$ cat config.mk
export PLATFORM = sky130hd
export DESIGN_NAME = hb_interlock
export DESIGN_NICKNAME = d
export VERILOG_FILES = /design/src/rtl/hb_ilk_pkg.sv /design/src/rtl/hb_ilk_sampler.sv /design/src/rtl/hb_ilk_side.sv /design/src/rtl/hb_interlock.sv
export SDC_FILE = /design/constraint.sdc
export NUM_CORES = 1
export LEC_CHECK = 0
export BUFFER_PORTS_ARGS = -buffer_cell sky130_fd_sc_hd__clkbuf_2
export CORE_MARGIN = 3
export CORE_UTILIZATION = 50
export DETAILED_ROUTE_END_ITERATION = 6
export PLACE_DENSITY = 0.72
export RECOVER_POWER = 25
export SYNTH_ARGS = -nofsm -noshare
export SYNTH_HDL_FRONTEND = slang
export SYNTH_SLANG_ARGS = --single-unit
$ cat constraint.sdc
create_clock -name clk -period 2.3 [get_ports clk]
set_input_delay 0.115 -clock clk [delete_from_list [all_inputs] [get_ports clk]]
set_output_delay 0.115 -clock clk [all_outputs]
set_load 0.005 [all_outputs]
$ cat src/rtl/hb_ilk_pkg.sv
package hb_ilk_pkg;

  localparam int CNT_BITS = 16;
  typedef logic [CNT_BITS-1:0] dt_count_t;

  typedef enum logic [1:0] {
    ACT_RUN  = 2'd0,
    ACT_HOLD = 2'd1,
    ACT_KILL = 2'd2
  } act_t;

  // Kill wins over freeze; otherwise run normally.
  function automatic act_t pick_action(input logic kill, input logic freeze);
    if (kill)        return ACT_KILL;
    else if (freeze) return ACT_HOLD;
    else             return ACT_RUN;
  endfunction

  // bit0: upper request, bit1: lower request; both-high yields neither.
  function automatic logic [1:0] exclusive_req(input logic up, input logic dn);
    return {dn & ~up, up & ~dn};
  endfunction

  // Consecutive request cycles, saturating at the dead-time limit.
  function automatic dt_count_t count_next(input dt_count_t cur, input logic req,
                                           input dt_count_t lim);
    if (!req)        return '0;
    else if (cur >= lim) return lim;
    else             return cur + dt_count_t'(1);
  endfunction

  // A gate may be on only after the request survived the full limit.
  function automatic logic gate_next(input dt_count_t cur, input logic req,
                                     input dt_count_t lim);
    return req && (cur >= lim);
  endfunction

endpackage

$ cat src/rtl/hb_ilk_sampler.sv
module hb_ilk_sampler
  import hb_ilk_pkg::*;
(
  input  logic clk,
  input  logic rst_n,
  input  logic hi_cmd,
  input  logic lo_cmd,
  output logic hi_req,
  output logic lo_req
);

  logic hi_s, lo_s;
  logic [1:0] pair;

  always_ff @(posedge clk or negedge rst_n) begin
    if (!rst_n) begin
      hi_s <= 1'b0;
      lo_s <= 1'b0;
    end else begin
      hi_s <= hi_cmd;
      lo_s <= lo_cmd;
    end
  end

  assign pair   = exclusive_req(hi_s, lo_s);
  assign hi_req = pair[0];
  assign lo_req = pair[1];

endmodule

$ cat src/rtl/hb_ilk_side.sv
module hb_ilk_side
  import hb_ilk_pkg::*;
#(
  parameter dt_count_t DT_LIMIT = dt_count_t'(16)
) (
  input  logic      clk,
  input  logic      rst_n,
  input  logic      req,
  input  act_t      action,
  output logic      gate,
  output dt_count_t count
);

  always_ff @(posedge clk or negedge rst_n) begin
    if (!rst_n) begin
      gate  <= 1'b0;
      count <= '0;
    end else begin
      case (action)
        ACT_KILL: begin
          gate  <= 1'b0;
          count <= '0;
        end
        ACT_HOLD: begin
          gate  <= gate;
          count <= count;
        end
        default: begin
          gate  <= gate_next(count, req, DT_LIMIT);
          count <= count_next(count, req, DT_LIMIT);
        end
      endcase
    end
  end

endmodule

$ cat src/rtl/hb_interlock.sv
module hb_interlock
  import hb_ilk_pkg::*;
#(
  parameter int DT_CYCLES = 16
) (
  input  logic clk,
  input  logic rst_n,
  input  logic hi_cmd,
  input  logic lo_cmd,
  input  logic force_off,
  input  logic hold,
  output logic hi_gate,
  output logic lo_gate
);

  localparam int        SIDES    = 2;
  localparam dt_count_t DT_LIMIT = dt_count_t'(DT_CYCLES);

  // Named internal events for the checker.
  logic      req_hi, req_lo;
  dt_count_t cnt_hi, cnt_lo;
  act_t      action;

  logic [SIDES-1:0] req_vec;
  logic [SIDES-1:0] gate_vec;
  dt_count_t        cnt_vec [SIDES];

  hb_ilk_sampler u_smp (
    .clk    (clk),
    .rst_n  (rst_n),
    .hi_cmd (hi_cmd),
    .lo_cmd (lo_cmd),
    .hi_req (req_hi),
    .lo_req (req_lo)
  );

  assign action  = pick_action(force_off, hold);
  assign req_vec = {req_lo, req_hi};

  generate
    for (genvar s = 0; s < SIDES; s++) begin : g_side
      hb_ilk_side #(.DT_LIMIT(DT_LIMIT)) u_side (
        .clk    (clk),
        .rst_n  (rst_n),
        .req    (req_vec[s]),
        .action (action),
        .gate   (gate_vec[s]),
        .count  (cnt_vec[s])
      );
    end
  endgenerate

  assign hi_gate = gate_vec[0];
  assign lo_gate = gate_vec[1];
  assign cnt_hi  = cnt_vec[0];
  assign cnt_lo  = cnt_vec[1];

endmodule

==> metrics.yaml <==
synth:
  syn_nets: 181
  netlist_instances: 171
  netlist_area_um2: 1670
  yosys.area.top_type_share_pct: 54.1
  yosysSeqAreaShare_pct: 54.1
  synthDistinctLibCells: 29
  yosys_register_bits: 36
  yosys-top-cells-area: "dfrtp_1 (54%), nor2_1 (6.5%), nor4_1 (4.5%)"
  yosysTopAreaCell: "dfrtp_1"
  yosys_warnings: 0
  synth.avg_cell_area_um2: 9.75
cts:
  cts-root-buf: "clkbuf_4"
  holdBufCountCts: 3
  cts.path.max_buffers: 2
  cts_sinks: 36
  cts_buffers: 5
  clkLatencyLatePin_ns: 0.34
  cts_tree: "yes"
  path_clk_slew_ns: 0.11
  cts.repair.resized: 0
  cts_setup_buffers: 0
  h-tree-depth: 2
finish:
  drive_above_1_share_pct: 9.63
  nets: 196
  antenna_cells: 0
  area_delta_synth_final_pct: 10.8
  stdcell_count: 231
worst_hold_path:
  holdPathStages: 3
  hp-start: "hold"
  hold_end: "g_side[0].u_side.count[1]"
  hold_path.class: "input pin to flop"
die:
  start_util_pct: 53.3
  core_um2: 3130
  die_w_um: 63.7
  std_cell_rows: 20
  floorplan.die_area_um2: 4060
  die_h_um: 63.7
  io_pins: 8
sta:
  final_max_slew_viol_count: 0
  setup_viol: 0
  finalHoldViolCount: 0
  period_share_pct: 78.6
  rsz0062_at_grt: "false"
  worstMarginPinSlew_ns: 1.14
  max_freq_mhz: 553
  tns_ns: 0
  hold_ws_ns: 0.157
  fin_ws_ns: 0.492
  clock_skew_ns: 0.0113
  post-route-min-period_ns: 1.81
  max-slew-margin-rel_pct: 23.9
worst_setup_path:
  rrSetupSlack_ns: 0.49
  critPathMaxFanout: 5
  critPathLaunch: "g_side[0].u_side.count[3]"
  startpoint_type: "flop"
  crit_path_end_kind: "flop"
  cp_slowest_stage_delay_ns: 0.51
  crit_type: "flop to flop"
  slowest_stage: "or4_1"
  worstReg2RegEnd: "g_side[0].u_side.count[13]"
  cp.arrival_ns: 2.06
  r2r-start: "g_side[0].u_side.count[3]"
  r2r_cells: 4
  required_ns: 2.55
  crit_chain: "nand4_2, or3_4, or4_1, a21oi_1"
global_route:
  grt-ovfl-total: 0
  grt_pass1_vias: 1302
  track_usage_pct: 17.5
  grt_max_degree: 37
  grt_first_pass_wirelength_mm: 5.63
  grt_antenna_before_repair: 0
placement:
  hpwlAfterDp_mm: 2.13
  dp_cells: 220
  globalplace.congestion: 0.799
  portBuffers: 7
  place_ws_ns: 0.490
routing:
  via_per_inst: 5.56
  drt_iter0_markers: 36
  routedWlPerCell_um: 13.1
  num_vias: 1284
  routed_wl_mm: 3.03
  drc: 0
  ant_nets: 0
  drt_first_pass_iters: 4
power_and_ir_drop:
  powerDensity_nw_per_um2: 561
  leakagePower_nw: 0.797
  p_total_mw: 1.04
  vdd_ir_drop_max_mv: 0.500
run:
  maxCapViolCount: 0
status:
  outcome: "finished, final reports clean"
-- cell usage after synthesis --
cell / count
ha_1: 4
nand4_1: 3
a31oi_1: 6
or4_1: 2
o41a_1: 1
o31ai_1: 2
nor4b_1: 1
and2_1: 3
dfrtp_1: 36
a22o_1: 3
nor3_1: 4
nand2b_1: 1
and3_1: 2
a21oi_1: 7
xnor2_1: 8
inv_1: 10
nand3_1: 9
nor2b_1: 1
clkbuf_1: 4
or3_4: 1
nor2_1: 29
a41oi_1: 1
xor2_1: 2
nand4_2: 1
o32ai_1: 1
nand2_1: 11
nor4_1: 12
o21ai_0: 5
nor3b_1: 1
-- logic make-up (layout without fill, tap and decap cells) --
| logic type | count (synthesis) | count (layout) | synth area share (%) |
|---|---|---|---|
| xor+xnor | 10 | 10 | 5.26 |
| simple gates | 81 | 81 | 24.5 |
| flops | 36 | 36 | 54.1 |
| buf+inv | 14 | 30 | 3.15 |
| fa+ha+maj | 4 | 4 | 3.00 |
| compound gates | 26 | 26 | 10.1 |
-- per-stage QoR --
stage / area [um2] / utilization (%)
finish: 1850 / 59.0
global route: 1850 / 59.0
floorplan: 1670 / -
global placement: 1760 / 56.2
CTS: 1850 / 59.1
detailed placement: 1760 / 56.2
-- worst max-delay path by stage --
stage | endpoint | slack (ns) | depth (start not counted)
after floorplan | g_side[0].u_side.count[13] | 0.65 | 4
after global placement | g_side[0].u_side.count[10] | 0.47 | 6
after detailed placement | g_side[0].u_side.count[10] | 0.49 | 6
after CTS | g_side[0].u_side.count[13] | 0.50 | 4
after global routing | g_side[0].u_side.count[13] | 0.27 | 4
final | g_side[0].u_side.count[13] | 0.49 | 4
-- cell type report --
cell class / instances / area (um2)
Timing Repair Buffer: 12 / 78.8
Tap cell: 44 / 55.1
Clock buffer: 6 / 51.3
Inverter: 10 / 37.5
Clock inverter: 2 / 10.0
Multi-Input combinational cell: 121 / 713
Sequential cell: 36 / 901
Fill cell: 268 / 1280
-- registers in the layout (all words and copies together) (netlist names) --
register and flops:
g_side.u_side.count 32, g_side.u_side.gate 2, u_smp.hi_s 1, u_smp.lo_s 1
-- placed cells by master (no fill, tap or decap), drive strengths merged, types with 3 or more instances in the layout --
master and instances:
a21oi 7, a22o 3, a31oi 6, and2 3, clkbuf 13, dfrtp 36, dlygate4sd3 3, ha 4
inv 10, nand2 11, nand3 9, nand4 4, nor2 29, nor3 4, nor4 12, o21ai 5
xnor2 8
-- routing by layer --
metal / track usage, % / vias up / wire length (um)
met5: 0 / - / 0
met4: 7.55 / 0 / 34
met3: 4.22 / 4 / 173
met2: 28.7 / 42 / 1420
met1: 21.9 / 597 / 1410
li1: - / 641 / -
-- worst max-delay path, delay by kind of cell (launching register included) --
family | cells | cell delay (ns)
simple gates | 3 | 1.11
flops | 1 | 0.45
compound gates | 1 | 0.17
-- power by group --
group / internal (mW) / switching [mW]
Clock: 0.145 / 0.199
Combinational: 0.0151 / 0.0359
Sequential: 0.636 / 0.00365
No activity file was read; power rests on OpenSTA's default activity.
